--- src/rtl/psram_pkg.sv ---
package psram_pkg;
  typedef enum logic [3:0] {
    ST_PWRUP = 4'd0,
    ST_IDLE  = 4'd1,
    ST_SETUP = 4'd2,
    ST_PULSE = 4'd3,
    ST_RECOV = 4'd4,
    ST_DONE  = 4'd5,
    ST_SUSP  = 4'd6,
    ST_PD    = 4'd7,
    ST_WAKE  = 4'd8
  } ctl_state_e;

  function automatic int unsigned imax(input int unsigned a, input int unsigned b);
    return (a > b) ? a : b;
  endfunction
endpackage

--- src/rtl/psram_tmr.sv ---
module psram_tmr #(
  parameter int unsigned TW      = 16,
  parameter int unsigned RST_VAL = 1
) (
  input  logic          clk,
  input  logic          rst_n,
  input  logic          load,
  input  logic [TW-1:0] load_val,
  output logic [TW-1:0] cnt,
  output logic          done
);
  always_ff @(posedge clk or negedge rst_n) begin
    if (!rst_n)           cnt <= TW'(RST_VAL);
    else if (load)        cnt <= load_val;
    else if (cnt != '0)   cnt <= cnt - 1'b1;
  end

  assign done = (cnt == '0);

  a_r6_tmr_step: assert property (@(posedge clk) disable iff (!rst_n)
    (!load && cnt != '0) |=> (cnt == $past(cnt) - 1'b1));
  a_r6_tmr_park: assert property (@(posedge clk) disable iff (!rst_n)
    (!load && cnt == '0) |=> (cnt == '0));
endmodule

--- src/rtl/psram_seq.sv ---
module psram_seq
  import psram_pkg::*;
#(
  parameter int unsigned TW       = 16,
  parameter int unsigned AS_CYC   = 1,
  parameter int unsigned WP_CYC   = 11,
  parameter int unsigned REC_LEN  = 2,
  parameter int unsigned SUSP_CYC = 100,
  parameter int unsigned WAKE_CYC = 40000
) (
  input  logic          clk,
  input  logic          rst_n,
  input  logic          req_valid,
  input  logic          sleep_req,
  input  logic          tmr_done,
  output ctl_state_e    state_q,
  output logic          tmr_load,
  output logic [TW-1:0] tmr_val,
  output logic          start
);
  ctl_state_e state_d;

  always_comb begin
    state_d = state_q;
    unique case (state_q)
      ST_PWRUP: if (tmr_done) state_d = ST_IDLE;
      ST_IDLE: begin
        if (sleep_req)      state_d = ST_SUSP;
        else if (req_valid) state_d = ST_SETUP;
      end
      ST_SETUP: if (tmr_done) state_d = ST_PULSE;
      ST_PULSE: if (tmr_done) state_d = ST_RECOV;
      ST_RECOV: if (tmr_done) state_d = ST_DONE;
      ST_DONE:                state_d = ST_IDLE;
      ST_SUSP:  if (tmr_done) state_d = ST_PD;
      ST_PD:    if (!sleep_req) state_d = ST_WAKE;
      ST_WAKE:  if (tmr_done) state_d = ST_IDLE;
      default:                state_d = ST_PWRUP;
    endcase
  end

  always_comb begin
    unique case (state_d)
      ST_SETUP: tmr_val = TW'(AS_CYC - 1);
      ST_PULSE: tmr_val = TW'(WP_CYC - 1);
      ST_RECOV: tmr_val = TW'(REC_LEN - 1);
      ST_SUSP:  tmr_val = TW'(SUSP_CYC - 1);
      ST_WAKE:  tmr_val = TW'(WAKE_CYC - 1);
      default:  tmr_val = '0;
    endcase
  end

  assign tmr_load = (state_d != state_q);
  assign start    = (state_q == ST_IDLE) && (state_d == ST_SETUP);

  always_ff @(posedge clk or negedge rst_n) begin
    if (!rst_n) state_q <= ST_PWRUP;
    else        state_q <= state_d;
  end

  a_r10_sleep_first: assert property (@(posedge clk) disable iff (!rst_n)
    (state_q == ST_IDLE && sleep_req) |=> (state_q == ST_SUSP));
  a_r3_pulse_ends_on_count: assert property (@(posedge clk) disable iff (!rst_n)
    ($past(state_q) == ST_PULSE && state_q != ST_PULSE) |-> $past(tmr_done));
  a_r8_pd_from_suspend: assert property (@(posedge clk) disable iff (!rst_n)
    (state_q == ST_PD && $past(state_q) != ST_PD) |-> ($past(state_q) == ST_SUSP && $past(tmr_done)));
  a_r10_write_uninterrupted: assert property (@(posedge clk) disable iff (!rst_n)
    (state_q == ST_RECOV) |=> (state_q == ST_RECOV || state_q == ST_DONE));
endmodule

--- src/rtl/psram_wr_ctrl.sv ---
module psram_wr_ctrl
  import psram_pkg::*;
#(
  parameter int unsigned AW       = 21,
  parameter int unsigned DW       = 16,
  parameter int unsigned AS_CYC   = 1,
  parameter int unsigned WP_CYC   = 11,
  parameter int unsigned WR_CYC   = 1,
  parameter int unsigned DH_CYC   = 1,
  parameter int unsigned WC_CYC   = 14,
  parameter int unsigned SUSP_CYC = 100,
  parameter int unsigned WAKE_CYC = 40000
) (
  input  logic          clk,
  input  logic          rst_n,
  input  logic          req_valid,
  output logic          req_ready,
  input  logic [AW-1:0] req_addr,
  input  logic [DW-1:0] req_data,
  input  logic [DW/8-1:0] req_be,
  input  logic          sleep_req,
  output logic          stat_ready,
  output logic          stat_busy,
  output logic          stat_pd,
  output logic [AW-1:0] mem_addr,
  output logic [DW-1:0] mem_dq_out,
  output logic          mem_dq_oe,
  output logic          mem_cs_n,
  output logic          mem_we_n,
  output logic          mem_ub_n,
  output logic          mem_lb_n,
  output logic          mem_sleep_n
);
  localparam int unsigned NB      = DW / 8;
  localparam int unsigned REC_LEN = imax(WR_CYC, (WC_CYC > AS_CYC + WP_CYC) ? WC_CYC - AS_CYC - WP_CYC : 1);
  localparam int unsigned MAXLEN  = imax(imax(WAKE_CYC, SUSP_CYC), imax(imax(AS_CYC, WP_CYC), REC_LEN));
  localparam int unsigned TW      = $clog2(MAXLEN + 1);
  localparam logic [TW-1:0] DH_EDGE = TW'(REC_LEN - DH_CYC);

  ctl_state_e    state_q;
  logic          tmr_load, tmr_done, start;
  logic [TW-1:0] tmr_val, tmr_cnt;
  logic [AW-1:0] addr_q;
  logic [DW-1:0] data_q;
  logic [NB-1:0] be_q;
  logic          in_pulse, in_hold;

  psram_seq #(
    .TW(TW), .AS_CYC(AS_CYC), .WP_CYC(WP_CYC), .REC_LEN(REC_LEN),
    .SUSP_CYC(SUSP_CYC), .WAKE_CYC(WAKE_CYC)
  ) u_seq (
    .clk(clk), .rst_n(rst_n), .req_valid(req_valid), .sleep_req(sleep_req),
    .tmr_done(tmr_done), .state_q(state_q), .tmr_load(tmr_load),
    .tmr_val(tmr_val), .start(start)
  );

  psram_tmr #(.TW(TW), .RST_VAL(WAKE_CYC - 1)) u_tmr (
    .clk(clk), .rst_n(rst_n), .load(tmr_load), .load_val(tmr_val),
    .cnt(tmr_cnt), .done(tmr_done)
  );

  always_ff @(posedge clk or negedge rst_n) begin
    if (!rst_n) begin
      addr_q <= '0;
      data_q <= '0;
      be_q   <= '0;
    end else if (start) begin
      addr_q <= req_addr;
      data_q <= req_data;
      be_q   <= req_be;
    end
  end

  assign in_pulse = (state_q == ST_PULSE);
  assign in_hold  = (state_q == ST_RECOV) && (tmr_cnt >= DH_EDGE);

  assign mem_addr    = addr_q;
  assign mem_dq_out  = data_q;
  assign mem_dq_oe   = in_pulse || in_hold;
  assign mem_cs_n    = !in_pulse;
  assign mem_we_n    = !in_pulse;
  assign mem_ub_n    = !(in_pulse && be_q[NB-1]);
  assign mem_lb_n    = !(in_pulse && be_q[0]);
  assign mem_sleep_n = !(state_q == ST_SUSP || state_q == ST_PD);

  assign req_ready  = (state_q == ST_DONE);
  assign stat_ready = (state_q == ST_IDLE);
  assign stat_pd    = (state_q == ST_PD);
  assign stat_busy  = (state_q == ST_SETUP) || (state_q == ST_PULSE) ||
                      (state_q == ST_RECOV) || (state_q == ST_DONE);

  a_r6_addr_hold: assert property (@(posedge clk) disable iff (!rst_n)
    (stat_busy && $past(stat_busy)) |-> $stable(mem_addr));
  a_r5_data_stable: assert property (@(posedge clk) disable iff (!rst_n)
    (mem_dq_oe && $past(mem_dq_oe)) |-> $stable(mem_dq_out));
  a_r7_ack_single: assert property (@(posedge clk) disable iff (!rst_n)
    req_ready |=> !req_ready);
  a_r11_sleep_quiet: assert property (@(posedge clk) disable iff (!rst_n)
    !mem_sleep_n |-> (mem_cs_n && mem_we_n && !mem_dq_oe));
  a_r4_lane_in_window: assert property (@(posedge clk) disable iff (!rst_n)
    (!mem_ub_n || !mem_lb_n) |-> (stat_busy && !mem_we_n));
  a_r2_setup_before_pulse: assert property (@(posedge clk) disable iff (!rst_n)
    $fell(mem_cs_n) |-> ($past(stat_busy) && $past(mem_we_n)));
endmodule

--- config.mk ---
export PLATFORM = sky130hd
export DESIGN_NAME = psram_wr_ctrl
export DESIGN_NICKNAME = d
export VERILOG_FILES = /design/src/rtl/psram_pkg.sv /design/src/rtl/psram_tmr.sv /design/src/rtl/psram_seq.sv /design/src/rtl/psram_wr_ctrl.sv
export SDC_FILE = /design/constraint.sdc
export NUM_CORES = 1
export LEC_CHECK = 0
export ABC_AREA = 1
export BUFFER_PORTS_ARGS = -buffer_cell sky130_fd_sc_hd__buf_2
export CAP_MARGIN = 0
export CORE_ASPECT_RATIO = 0.6
export CORE_MARGIN = 3
export CORE_UTILIZATION = 55
export CTS_CLUSTER_DIAMETER = 150
export DETAILED_ROUTE_END_ITERATION = 8
export PLACE_DENSITY_LB_ADDON = 0.2
export REMOVE_ABC_BUFFERS = 1
export SYNTH_ARGS = -nofsm -noshare
export SYNTH_HDL_FRONTEND = slang
export SYNTH_SLANG_ARGS = --single-unit
--- constraint.sdc ---
create_clock -name clk -period 5.6 [get_ports clk]
set_input_delay 1.12 -clock clk [delete_from_list [all_inputs] [get_ports clk]]
set_output_delay 1.12 -clock clk [all_outputs]
set_load 0.02 [all_outputs]
==> results.rst <==
.. list-table::
   :header-rows: 1

   * - Metric
     - Value
   * - Number of hold violations in the final report
     - 0
   * - Critical-path maximum fanout
     - 5
   * - Setup repair after global routing missed its margin
     - no
   * - Latest clock arrival within the worst-skew pair
     - 0.33 ns
   * - Data required time at the worst endpoint
     - 4.48 ns
   * - Post-Synthesis Cells
     - 290
   * - Final Skew
     - 0.0140 ns
   * - CTS H-tree depth
     - 3
   * - Setup_tns
     - 0 ns
   * - Count of cells along the worst register-to-register path
     - 10
   * - Die Span X
     - 101 µm
   * - Average vias per placed instance
     - 5.29
   * - Maximum operating frequency
     - 0.273 GHz
   * - Total clock sinks
     - 59
   * - Worst setup slack for register-to-register paths
     - 2.61 ns
   * - Total Routed Length
     - 6780 µm
   * - Total global routing overflow
     - 0
   * - Clock transition time at the flip-flop clock pins of the worst setup and hold paths
     - 0.06 ns
   * - Number of buffers inserted during clock tree synthesis
     - 9
   * - Pin count of the biggest net entering global routing
     - 60
   * - Die span in y
     - 63.1 µm
   * - Number of standard-cell rows in the floorplan
     - 20
   * - Weighted congestion reported at the end of routability-driven placement
     - 0.879
   * - Fraction of final layout cells sized beyond drive strength 1
     - 0.468
   * - Total number of nets in the final design
     - 428
   * - Starting density of the core
     - 0.579
   * - Count of routing violations after the opening detailed-route iteration
     - 201
   * - Top routing layer in use
     - met4
   * - Worst-margin pin slew
     - 1.06 ns
   * - Time the final worst path needs with I/O delays and setup
     - 3.67 ns
   * - Antenna diode count
     - 0
   * - Rel. slew slack
     - 0.294
   * - Core area
     - 5150 µm²
   * - Resize count post-CTS
     - 0
   * - Count of different cell masters after synthesis
     - 30
   * - Final-report max-slew violation count
     - 0
   * - Avg WL per Cell
     - 15.0 µm
   * - Leak pwr
     - 1.92 nW
   * - Via Count
     - 2398
   * - Layout overhead on the synthesized area
     - 23.3%
   * - Hold depth
     - 2
   * - Count of state elements after synthesis
     - 59
   * - Placed wire-length estimate
     - 4990 µm
   * - Critical path launch point type
     - register
   * - Routed wire length on met2
     - 2920 µm
   * - Clock root buffer
     - clkbuf_8
   * - Sequential cell area fraction in the yosys report
     - 0.499
   * - VDD IR max
     - 0.343 mV
   * - Io pins
     - 90
   * - Yosys Warn Count
     - 0
   * - Layout filler cell count
     - 428
   * - Crit path capture type
     - primary output
   * - Arrival time at the worst endpoint
     - 2.55 ns
   * - Critical R2R Capture
     - mem_addr[8]$_DFFE_PN0P_
   * - Met3 WL post-DR
     - 584 µm
   * - Antenna violations before repair
     - 0
   * - Number of buffers inserted by port buffering
     - 89
   * - Final worst-path cycle share
     - 0.655
   * - Post-Route Utilization
     - 0.714
   * - Final ANT Viol Nets
     - 0
   * - Post-synthesis average cell area
     - 10.3 µm²
   * - Max-cap viol count
     - 0
   * - Pwr dens
     - 639 nW/µm²
   * - Clock tree buffer depth
     - 2
   * - HP Start
     - u_tmr.cnt[1]$_DFFE_PN1P_
   * - Pre-Repair DR Iteration Count
     - 4
   * - Total global-route track usage
     - 0.229
   * - Clock tree from TritonCTS
     - done
   * - Worst Hold Class
     - register to register
   * - Crit Reg-Reg Startpoint
     - u_tmr.cnt[0]$_DFFE_PN1P_
   * - Synthesized area
     - 2980 µm²
   * - First-pass GRT wire length
     - 11300 µm
   * - Post-cts hold buffer count
     - 0
   * - Vias in the first global route
     - 2354
   * - Number of design rule violations left after detail routing
     - 0
   * - Worst hold endpoint
     - u_tmr.cnt[1]$_DFFE_PN1P_
   * - Number of failing setup endpoints in the final timing report
     - 0
   * - Type of the worst setup path
     - register to primary output
   * - Overall die area
     - 6370 µm²
   * - Met1 WL
     - 3240 µm
   * - Status
     - completed
   * - Post-CTS Setup Repair Bufs
     - 0
==> synthesized netlist by cell type (all sizes together) <==
master	instances	area [µm²]
xnor2	4	35.0
nor3b	1	7.51
nand3	18	110
nor3	6	35.0
buf	9	60.1
inv	23	86.3
xor2	8	70.1
a211oi	1	7.51
nand2	52	213
o21ai	2	10.0
nand4	12	75.1
a21oi	13	65.1
or2	3	18.8
nand3b	1	7.51
and3	1	6.26
nor2	35	174
mux2	39	477
ha	3	37.5
dfrtp	49	1230
dfstp	10	263
==> logic make-up after synthesis <==
kind of cell	count (synthesis)	synth area share
buffers and inverters	32	0.0491
AND/OR/NAND/NOR	129	0.217
XOR/XNOR	12	0.0352
AO/OA/AOI/OAI	16	0.0277
adder cells (fa/ha/maj)	3	0.0126
multiplexers	39	0.160
flip-flops	59	0.499
==> routing by layer <==
metal,track usage,up-vias
li1,-,1146
met1,0.341,1150
met2,0.315,98
met3,0.0885,4
met4,0.0498,0
met5,0,-
==> worst max-delay path by stage <==
stage / endpoint / cells past startpoint / slack [ns] / from
after floorplan: mem_addr[0]$_DFFE_PN0P_ / 9 / 2.66 / sleep_req
after global placement: mem_addr[3]$_DFFE_PN0P_ / 10 / 2.21 / sleep_req
after detailed placement: mem_addr[8]$_DFFE_PN0P_ / 10 / 2.12 / sleep_req
after CTS: mem_dq_oe / 8 / 1.96 / u_tmr.cnt[0]$_DFFE_PN1P_
after global routing: mem_dq_oe / 8 / 1.72 / u_tmr.cnt[0]$_DFFE_PN1P_
final: mem_dq_oe / 8 / 1.93 / u_tmr.cnt[0]$_DFFE_PN1P_
==> critical path, stage by stage, from the launching register on <==
cell and delay, ns:
dfstp_2 0.39, inv_1 0.14, ha_1 0.21, nor3b_1 0.42, nand2_1 0.18, nor3_1 0.42, and3_1 0.23, o21ai_0 0.07
buf_2 0.16
==> sequential cells by signal, summed over array words and instances, names as in the netlist <==
| register | cells |
|---|---|
| u_tmr.cnt | 16 |
| be_q | 2 |
| mem_addr | 21 |
| mem_dq_out | 16 |
| u_seq.state_q | 4 |
==> cell usage in the layout (no fill, tap or decap), types with 3 or more instances in the layout <==
cell,instances
clkbuf_8,10
ha_1,3
dfstp_2,10
nand3_2,4
nor2_4,3
nand4_1,12
nand2_2,4
a21oi_1,13
nand2_1,47
xor2_1,8
nor3_1,5
or2_2,3
mux2_2,29
xnor2_1,4
nor2_1,24
inv_1,19
dfrtp_1,49
nor2_2,8
buf_2,89
mux2_4,10
nand3_1,14
inv_2,4
==> through the flow <==
step	cells	cell area, µm²	hold slack (ns)	setup slack [ns]	power, mW
after floorplan	281	2920	0.454	2.66	1.58
after global placement	437	3460	0.470	2.21	1.88
after detailed placement	437	3460	0.486	2.12	1.93
after CTS	453	3680	0.496	1.96	2.36
after global routing	453	3680	0.509	1.72	2.52
final	453	3680	0.488	1.93	2.35
==> report_power, final <==
part,total [mW],switching (mW),leakage [nW],internal (mW)
Clock,0.425,0.162,0.103,0.263
Combinational,1.18,0.715,1.10,0.466
Sequential,0.745,0.121,0.709,0.625
==> area by class of cell <==
class | instances | area [µm²] | area share
inverter | 23 | 86.3 | 0.0235
clock buffer | 12 | 145 | 0.0394
clock inverter | 4 | 75.1 | 0.0204
timing repair buffer | 90 | 453 | 0.123
sequential | 59 | 1490 | 0.405
tap | 66 | 82.6 | 0.0224
multi-input combinational | 199 | 1350 | 0.367
Note: power is estimated with default switching activity, not from simulation.
